File: src/rtl/lvw_pkg.sv
package lvw_pkg;
  localparam int REG_W    = 8;
  localparam int FLAG_BIT = 7;
  localparam int ACK_BIT  = 6;
  localparam int DSEL_BIT = 5;
  localparam int WSEL_BIT = 4;

  // Assemble the read view; unlisted bits stay zero.
  function automatic logic [REG_W-1:0] pack_status(logic flag, logic dsel, logic wsel);
    logic [REG_W-1:0] r;
    r           = '0;
    r[FLAG_BIT] = flag;
    r[DSEL_BIT] = dsel;
    r[WSEL_BIT] = wsel;
    return r;
  endfunction

  // Next value of the sticky flag: a set outranks an acknowledge.
  function automatic logic flag_next(logic cur, logic set_lvl, logic ack);
    if (set_lvl)  return 1'b1;
    else if (ack) return 1'b0;
    else          return cur;
  endfunction
endpackage

File: src/rtl/lvw_sync.sv
module lvw_sync #(
  parameter int STAGES = 2
) (
  input  logic clk,
  input  logic clr,
  input  logic din,
  output logic dout
);
  localparam int MSB = STAGES - 1;
  logic [MSB:0] chain;

  generate
    if (STAGES == 1) begin : g_single
      always_ff @(posedge clk) begin
        if (clr) chain <= '0;
        else     chain <= din;
      end
    end else begin : g_multi
      always_ff @(posedge clk) begin
        if (clr) chain <= '0;
        else     chain <= {chain[MSB-1:0], din};
      end
    end
  endgenerate

  assign dout = chain[MSB];
endmodule

File: src/rtl/lvw_flag.sv
module lvw_flag (
  input  logic clk,
  input  logic clr,
  input  logic set_lvl,
  input  logic ack,
  output logic flag
);
  always_ff @(posedge clk) begin
    if (clr) flag <= 1'b0;
    else     flag <= lvw_pkg::flag_next(flag, set_lvl, ack);
  end
endmodule

File: src/rtl/lvw_sel.sv
module lvw_sel (
  input  logic clk,
  input  logic por,
  input  logic load,
  input  logic dsel_in,
  input  logic wsel_in,
  output logic dsel,
  output logic wsel
);
  always_ff @(posedge clk) begin
    if (por) begin
      dsel <= 1'b0;
      wsel <= 1'b0;
    end else if (load) begin
      dsel <= dsel_in;
      wsel <= wsel_in;
    end
  end
endmodule

File: src/rtl/lvw_status_reg.sv
module lvw_status_reg
  import lvw_pkg::*;
#(
  parameter int SYNC_STAGES = 2
) (
  input  logic             clk,
  input  logic             rst_por,
  input  logic             rst_lvd,
  input  logic             rst_other,
  input  logic             warn_raw,
  input  logic             bus_wr,
  input  logic [REG_W-1:0] bus_wdata,
  output logic [REG_W-1:0] bus_rdata,
  input  logic             irq_en,
  output logic             irq,
  output logic             det_sel,
  output logic             warn_sel
);
  // Named internal events, visible to the bound checker
  logic rst_any;
  logic warn_sync;
  logic wr_ok;
  logic ack_req;
  logic flag;

  assign rst_any = rst_por | rst_lvd | rst_other;
  assign wr_ok   = bus_wr & ~rst_any;
  assign ack_req = wr_ok & bus_wdata[ACK_BIT];

  lvw_sync #(.STAGES(SYNC_STAGES)) u_sync (
    .clk  (clk),
    .clr  (rst_any),
    .din  (warn_raw),
    .dout (warn_sync)
  );

  lvw_flag u_flag (
    .clk     (clk),
    .clr     (rst_any),
    .set_lvl (warn_sync),
    .ack     (ack_req),
    .flag    (flag)
  );

  lvw_sel u_sel (
    .clk     (clk),
    .por     (rst_por),
    .load    (wr_ok),
    .dsel_in (bus_wdata[DSEL_BIT]),
    .wsel_in (bus_wdata[WSEL_BIT]),
    .dsel    (det_sel),
    .wsel    (warn_sel)
  );

  assign bus_rdata = pack_status(flag, det_sel, warn_sel);
  assign irq       = flag & irq_en;
endmodule

File: config.mk
export PLATFORM = sky130hd
export DESIGN_NAME = lvw_status_reg
export DESIGN_NICKNAME = d
export VERILOG_FILES = /design/src/rtl/lvw_pkg.sv /design/src/rtl/lvw_sync.sv /design/src/rtl/lvw_flag.sv /design/src/rtl/lvw_sel.sv /design/src/rtl/lvw_status_reg.sv
export SDC_FILE = /design/constraint.sdc
export NUM_CORES = 1
export LEC_CHECK = 0
export ABC_AREA = 1
export BUFFER_PORTS_ARGS = -buffer_cell sky130_fd_sc_hd__buf_2
export CELL_PAD_IN_SITES_DETAIL_PLACEMENT = 1
export CELL_PAD_IN_SITES_GLOBAL_PLACEMENT = 1
export CORE_AREA = 2 2 39 41
export CTS_BUF_LIST = sky130_fd_sc_hd__clkbuf_8
export CTS_CLUSTER_SIZE = 28
export DETAILED_ROUTE_END_ITERATION = 12
export DIE_AREA = 0 0 41 43
export MAX_ROUTING_LAYER = met4
export PLACE_DENSITY_LB_ADDON = 0.12
export SETUP_SLACK_MARGIN = 0.5
export SYNTH_ARGS = -nofsm -noshare
export SYNTH_HDL_FRONTEND = slang
export SYNTH_SLANG_ARGS = --single-unit
File: constraint.sdc
create_clock -name clk -period 1 [get_ports clk]
set_input_delay 0.2 -clock clk [delete_from_list [all_inputs] [get_ports clk]]
set_output_delay 0.2 -clock clk [all_outputs]
set_load 0.005 [all_outputs]
==> flow_metrics.tcl, run 1 <==
set metrics [dict create \
    status "complete, no violations" \
    vdd_drop_max_uv 615 \
    async_reset_ff_share_pct 0 \
    dieHeight_um 43 \
    synth_area_um2 258 \
    ys.flop_type "dfxtp_1" \
    grt_pass1_vias 208 \
    setup_viol 0 \
    antenna_found_initial 0 \
    synth.top_cell.area_share_pct 38.8 \
    cp.required_ps 800 \
    ant_nets 0 \
    rows 14 \
    worstHoldEndpoint "u_sel.wsel$_SDFFE_PP0P_" \
    die_w_um 41 \
    yosysUniqueCellTypes 11 \
    drv_slew 0 \
    drcViolationCount 0 \
    synth-warning-count 0 \
    clkSlewWorstSetupHoldPaths_ps 40 \
    skew_ps 0.0366 \
    r2r-start "u_sel.dsel$_SDFFE_PP0P_" \
    grt_util_all_layers_pct 7.71 \
    synth_edf_count 0 \
    worstPathMaxFanout 3 \
    syn_inst 35 \
    r2r-end "u_sel.dsel$_SDFFE_PP0P_" \
    fin_util_pct 32.1 \
    postCtsHoldBufs 0 \
    rr_worst_depth 3 \
    vias 247 \
    wl_um 623 \
    cts_sinks 5 \
    period_share_pct 92.6 \
    drive_gt1_share_pct 64.2 \
    grt_overflow 0 \
    worstHoldPathCells 2 \
    end_kind "primary output" \
    grt_pass1_wl_um 890 \
    die_area_mm2 0.00176 \
    layout-area-overhead-vs-synth_pct 72.3 \
    htreeDepth 1 \
    min_from "rst_por" \
    core_mm2 0.00138 \
    seq_area_frac_synth_pct 38.8 \
    yosys.area.top_type "dfxtp_1" \
    finalHoldViolations 0 \
    drtIter0Drc 2 \
    use_met1_pct 8.97 \
    post_drt_wl_per_cell_um 9.03 \
    grt_use_met2_pct 10.9 \
    max-clock-path-buffers 2 \
    synth_commonest_cells "buf_4, nand2_1, dfxtp_1, inv_1, a21oi_1" \
    fin_tns_setup_ps 0 \
    top_usage_layer "met2" \
    yosysMostFrequentCell "buf_4" \
    crit_type "flip-flop to primary output" \
    port_buffers 15 \
    drv_cap 0 \
    synthTopCellsByArea "dfxtp_1, buf_4, nand2_1" \
    cp_data_arrival_time_ps 730 \
    root_buffer "clkbuf_8" \
    place_hpwl_um 459 \
    ys_ff_latch 5 \
    p_leak_nw 0.228 \
    avgSynthCellArea_um2 7.36 \
    clock_latency_ps 220 \
    met3_usage_pct 3.14 \
    rsz0062_at_grt "yes" \
    report.power.total_uw 634 \
    min_path_type "input port to flip-flop" \
    final_nets 69 \
    ioPinCount 26 \
    period_needed_ps 926 \
    first_pass_iters 2 \
    gp_congestion 0.560 \
    crit_path_start_kind "flip-flop" \
    grt_max_degree 4 \
    power_density_mw_per_mm2 1430 \
    cts_tree "yes" \
    start_util_pct 18.6 \
    vias_per_cell 3.58 \
    fmax_mhz 1080 \
    cts_buffers 3 \
    antennaDiodeCount 0 \
    rrSetupSlack_ps 330 \
]
-- worst max-delay path by stage --
stage                                        start  cells after the start  slack [ps]                       to
after floorplan                            rst_por                      5         360  u_sel.dsel$_SDFFE_PP0P_
after global placement                     rst_por                      6         170  u_sel.wsel$_SDFFE_PP0P_
after detailed placement                   rst_por                      6         120  u_sel.wsel$_SDFFE_PP0P_
after CTS                 u_flag.flag$_SDFFE_PP0P_                      3          60                      irq
after global routing      u_flag.flag$_SDFFE_PP0P_                      3          40                      irq
final                     u_flag.flag$_SDFFE_PP0P_                      3          70                      irq
-- logic make-up after synthesis --
family	Yosys count	synth area share, %
AND/OR/NAND/NOR	12	21.9
buffers and inverters	14	32.0
other	1	1.45
flip-flops	5	38.8
AO/OA/AOI/OAI	3	5.82
-- layout make-up --
class                           instances  area (um^2)
Fill cell                             180          940
Tap cell                               16         20.0
Timing Repair Buffer                   18          121
Sequential cell                         5          104
Clock buffer                            3         41.3
Inverter                                6         25.0
Clock inverter                          1         3.75
Multi-Input combinational cell         20          129
-- layout by cell type, fill, tap and decap left out, drive strengths merged --
master and n:
clkbuf 3, nand2 7, nand4 1, inv 7
nand3 1, dfxtp 5, conb 5, nor2 3
a21oi 3, buf 18
-- worst max-delay path, stage by stage (launching register included) --
cell,delay (ps)
dfxtp_2,330
nand2_1,50
inv_1,40
buf_2,100
-- metrics by stage --
stage | instance area (um^2) | hold WS [ps] | worst slack, ps | cells
6_report | 444 | 133 | 74.2 | 69
5_1_grt | 444 | 130 | 36.1 | 69
4_1_cts | 393 | 138 | 62.5 | 67
3_5_place_dp | 317 | 407 | 124 | 62
3_3_place_gp | 317 | 402 | 165 | 62
2_1_floorplan | 293 | 262 | 355 | 39
-- power breakdown --
group,total [mW],switching (mW),internal (mW),leakage [nW]
combinational,0.0708,0.0341,0.0367,0.159
clock,0.358,0.0952,0.263,0.0269
sequential,0.206,0.00157,0.204,0.0419
-- flip-flops by register name, indices dropped and copies added (netlist names) --
signal	flops
u_sync.chain	2
u_sel.dsel	1
u_sel.wsel	1
u_flag.flag	1
-- repair_timing --
item                                    in CTS  in global routing
setup buffers                                1                  2
endpoints found under the setup margin       9                 11
gates resized for setup                      7                 10
pin swaps                                    5                  8
-- layer usage --
metal  wire length [um]  part of all wire, %
met3                 54                  8.7
met4                  0                    0
met5                  0                    0
met2                350                   56
met1                218                   35
(Power assumes the default switching activity.)
==> run 2, diff against run 1 <==
--- a/config.mk
+++ b/config.mk
@@ -16,7 +16,7 @@
 export DIE_AREA = 0 0 41 43
 export MAX_ROUTING_LAYER = met4
 export PLACE_DENSITY_LB_ADDON = 0.12
-export SETUP_SLACK_MARGIN = 0.5
+export SETUP_SLACK_MARGIN = 0.2
 export SYNTH_ARGS = -nofsm -noshare
 export SYNTH_HDL_FRONTEND = slang
 export SYNTH_SLANG_ARGS = --single-unit
==> run 2 against run 1 <==
Via count is the same. Die area is the same. Non-clock buffer count decreased by 1. Critical path type unchanged. Critical endpoint unchanged.
==> flow_metrics.tcl, run 2 (synthesized netlist as in run 1, its figures left out) <==
set metrics [dict create \
    seqPwrFrac_pct 34.4 \
    grt_pass1_vias 213 \
    cpLargestDelayFamily "flip-flops" \
    critPathSlowestCell "dfxtp_2" \
    layout-area-overhead-vs-synth_pct 44.2 \
    grt_util_all_layers_pct 7.62 \
    fmax_mhz 1080 \
    wl_um 533 \
    r2r-start "u_sel.wsel$_SDFFE_PP0P_" \
    final_nets 68 \
    clkPwrFrac_pct 58.6 \
    cp_data_arrival_time_ps 720 \
    antenna_found_initial 0 \
    period_needed_ps 925 \
    clkSlewWorstSetupHoldPaths_ps 30 \
    drtIter0Drc 1 \
    vias 247 \
    multiInputGateArea_um2 90.1 \
    power_frac_comb_pct 7.0 \
    finalHoldViolations 0 \
    switching_share_pct 18.6 \
    drive_gt1_share_pct 48.1 \
    min_path_type "input port to flip-flop" \
    crit_path_start_kind "flip-flop" \
    met3_usage_pct 7.85 \
    placed_area_um2 308 \
    die_w_um 41 \
    start_util_pct 18.6 \
    vdd_drop_max_uv 655 \
    report.power.total_uw 597 \
    rows 14 \
    antennaDiodeCount 0 \
    max-clock-path-buffers 2 \
    fin_tns_setup_ps 0 \
    vias_per_cell 3.63 \
    total_switching_power_uw 111 \
    mostFrequentLayoutCell "buf_2" \
    cts_tree "yes" \
    cts_buffers 3 \
    cts_sinks 5 \
    status "complete, no violations" \
    final-seq-area_um2 104 \
    cp.depth 3 \
    rrSetupSlack_ps 340 \
    crit_chain "nand2_1 > inv_1 > buf_2" \
    clock_latency_ps 220 \
    drv_slew 0 \
    top_usage_layer "met2" \
    post-route-cell-area_um2 372 \
    ioPinCount 26 \
    port_buffers 15 \
    rr_worst_depth 3 \
    max_stage_delay_ps 320 \
    rsz0062_at_grt "yes" \
    crit_path_start "u_flag.flag$_SDFFE_PP0P_" \
    htreeDepth 1 \
    r2r-end "u_sel.wsel$_SDFFE_PP0P_" \
    critPathBufInv 2 \
    die_area_mm2 0.00176 \
    grt_max_degree 4 \
    root_buffer "clkbuf_8" \
    setup_viol 0 \
    largest_register "u_sync.chain" \
    first_pass_iters 2 \
    intPower_uw 486 \
    worstHoldPathCells 2 \
    grt_pass1_wl_um 779 \
    postCtsHoldBufs 0 \
    p_leak_nw 0.203 \
    place_hpwl_um 468 \
    cp.required_ps 800 \
    endpoint "irq" \
    largest_reg_flops 2 \
    drv_cap 0 \
    dieHeight_um 43 \
    mostFrequentLayoutCells "buf_2, nand2_1, inv_1, conb_1" \
    power_density_mw_per_mm2 1610 \
    period_share_pct 92.5 \
    use_met1_pct 6.13 \
    nFillCells 186 \
    end_kind "primary output" \
    grt_use_met2_pct 10.6 \
    drcViolationCount 0 \
    skew_ps 1.81 \
    ant_nets 0 \
    grt_overflow 0 \
    gp_congestion 0.629 \
    crit_type "flip-flop to primary output" \
    post_drt_wl_per_cell_um 7.84 \
    core_mm2 0.00138 \
    worstPathMaxFanout 3 \
]
-- run 2: area by class of cell --
type	instances	area share [%]
Sequential cell	5	27.9
Timing Repair Buffer	17	24.2
Clock buffer	3	11.1
Tap cell	16	5.39
Inverter	6	6.06
Multi-Input combinational cell	20	24.2
Clock inverter	1	1.01
-- run 2: worst register-to-register path, delay by kind of cell, from the launching register on --
kind / cells / cell delay [ps]
buffers and inverters: 1 / 100
AO/OA/AOI/OAI: 1 / 120
AND/OR/NAND/NOR: 1 / 40
flip-flops: 1 / 320
-- run 2: per-stage QoR --
stage | instances | hold slack [ps] | util [%] | setup slack (ps)
floorplan | 39 | 269 | - | 323
global placement | 62 | 395 | 22.2 | 132
detailed placement | 62 | 404 | 22.2 | 115
CTS | 66 | 174 | 25.8 | 55.6
global route | 68 | 181 | 26.9 | 38.6
finish | 68 | 179 | 26.9 | 75.2
-- run 2: power groups by stage --
stage          registers, mW  clock network (mW)  logic [mW]
6_report               0.206               0.350      0.0420
5_1_grt                0.206               0.383      0.0488
4_1_cts                0.206               0.364      0.0412
3_5_place_dp           0.208                   0      0.0409
3_3_place_gp           0.208                   0      0.0400
2_1_floorplan          0.208                   0      0.0322
-- run 2: per-layer routing --
layer / up-vias / routed length (um)
li1: 125 / -
met1: 104 / 193
met2: 16 / 247
met3: 2 / 79
met4: 0 / 13
met5: - / 0
-- run 2: what timing repair did --
item | in CTS | in global routing
resized for setup | 3 | 0
setup endpoints to repair | 6 | 6
setup buffers | 0 | 2
-- run 2: how the worst min path moves through the flow --
| stage | from | endpoint | slack, ps |
|---|---|---|---|
| after floorplan | rst_por | u_sel.dsel$_SDFFE_PP0P_ | 270 |
| after global placement | u_sync.chain[0]$_SDFF_PP0_ | u_sync.chain[1]$_SDFF_PP0_ | 400 |
| after detailed placement | u_sync.chain[0]$_SDFF_PP0_ | u_sync.chain[1]$_SDFF_PP0_ | 400 |
| after CTS | rst_por | u_sel.dsel$_SDFFE_PP0P_ | 170 |
| after global routing | rst_por | u_sel.dsel$_SDFFE_PP0P_ | 180 |
| final | rst_por | u_sel.wsel$_SDFFE_PP0P_ | 180 |
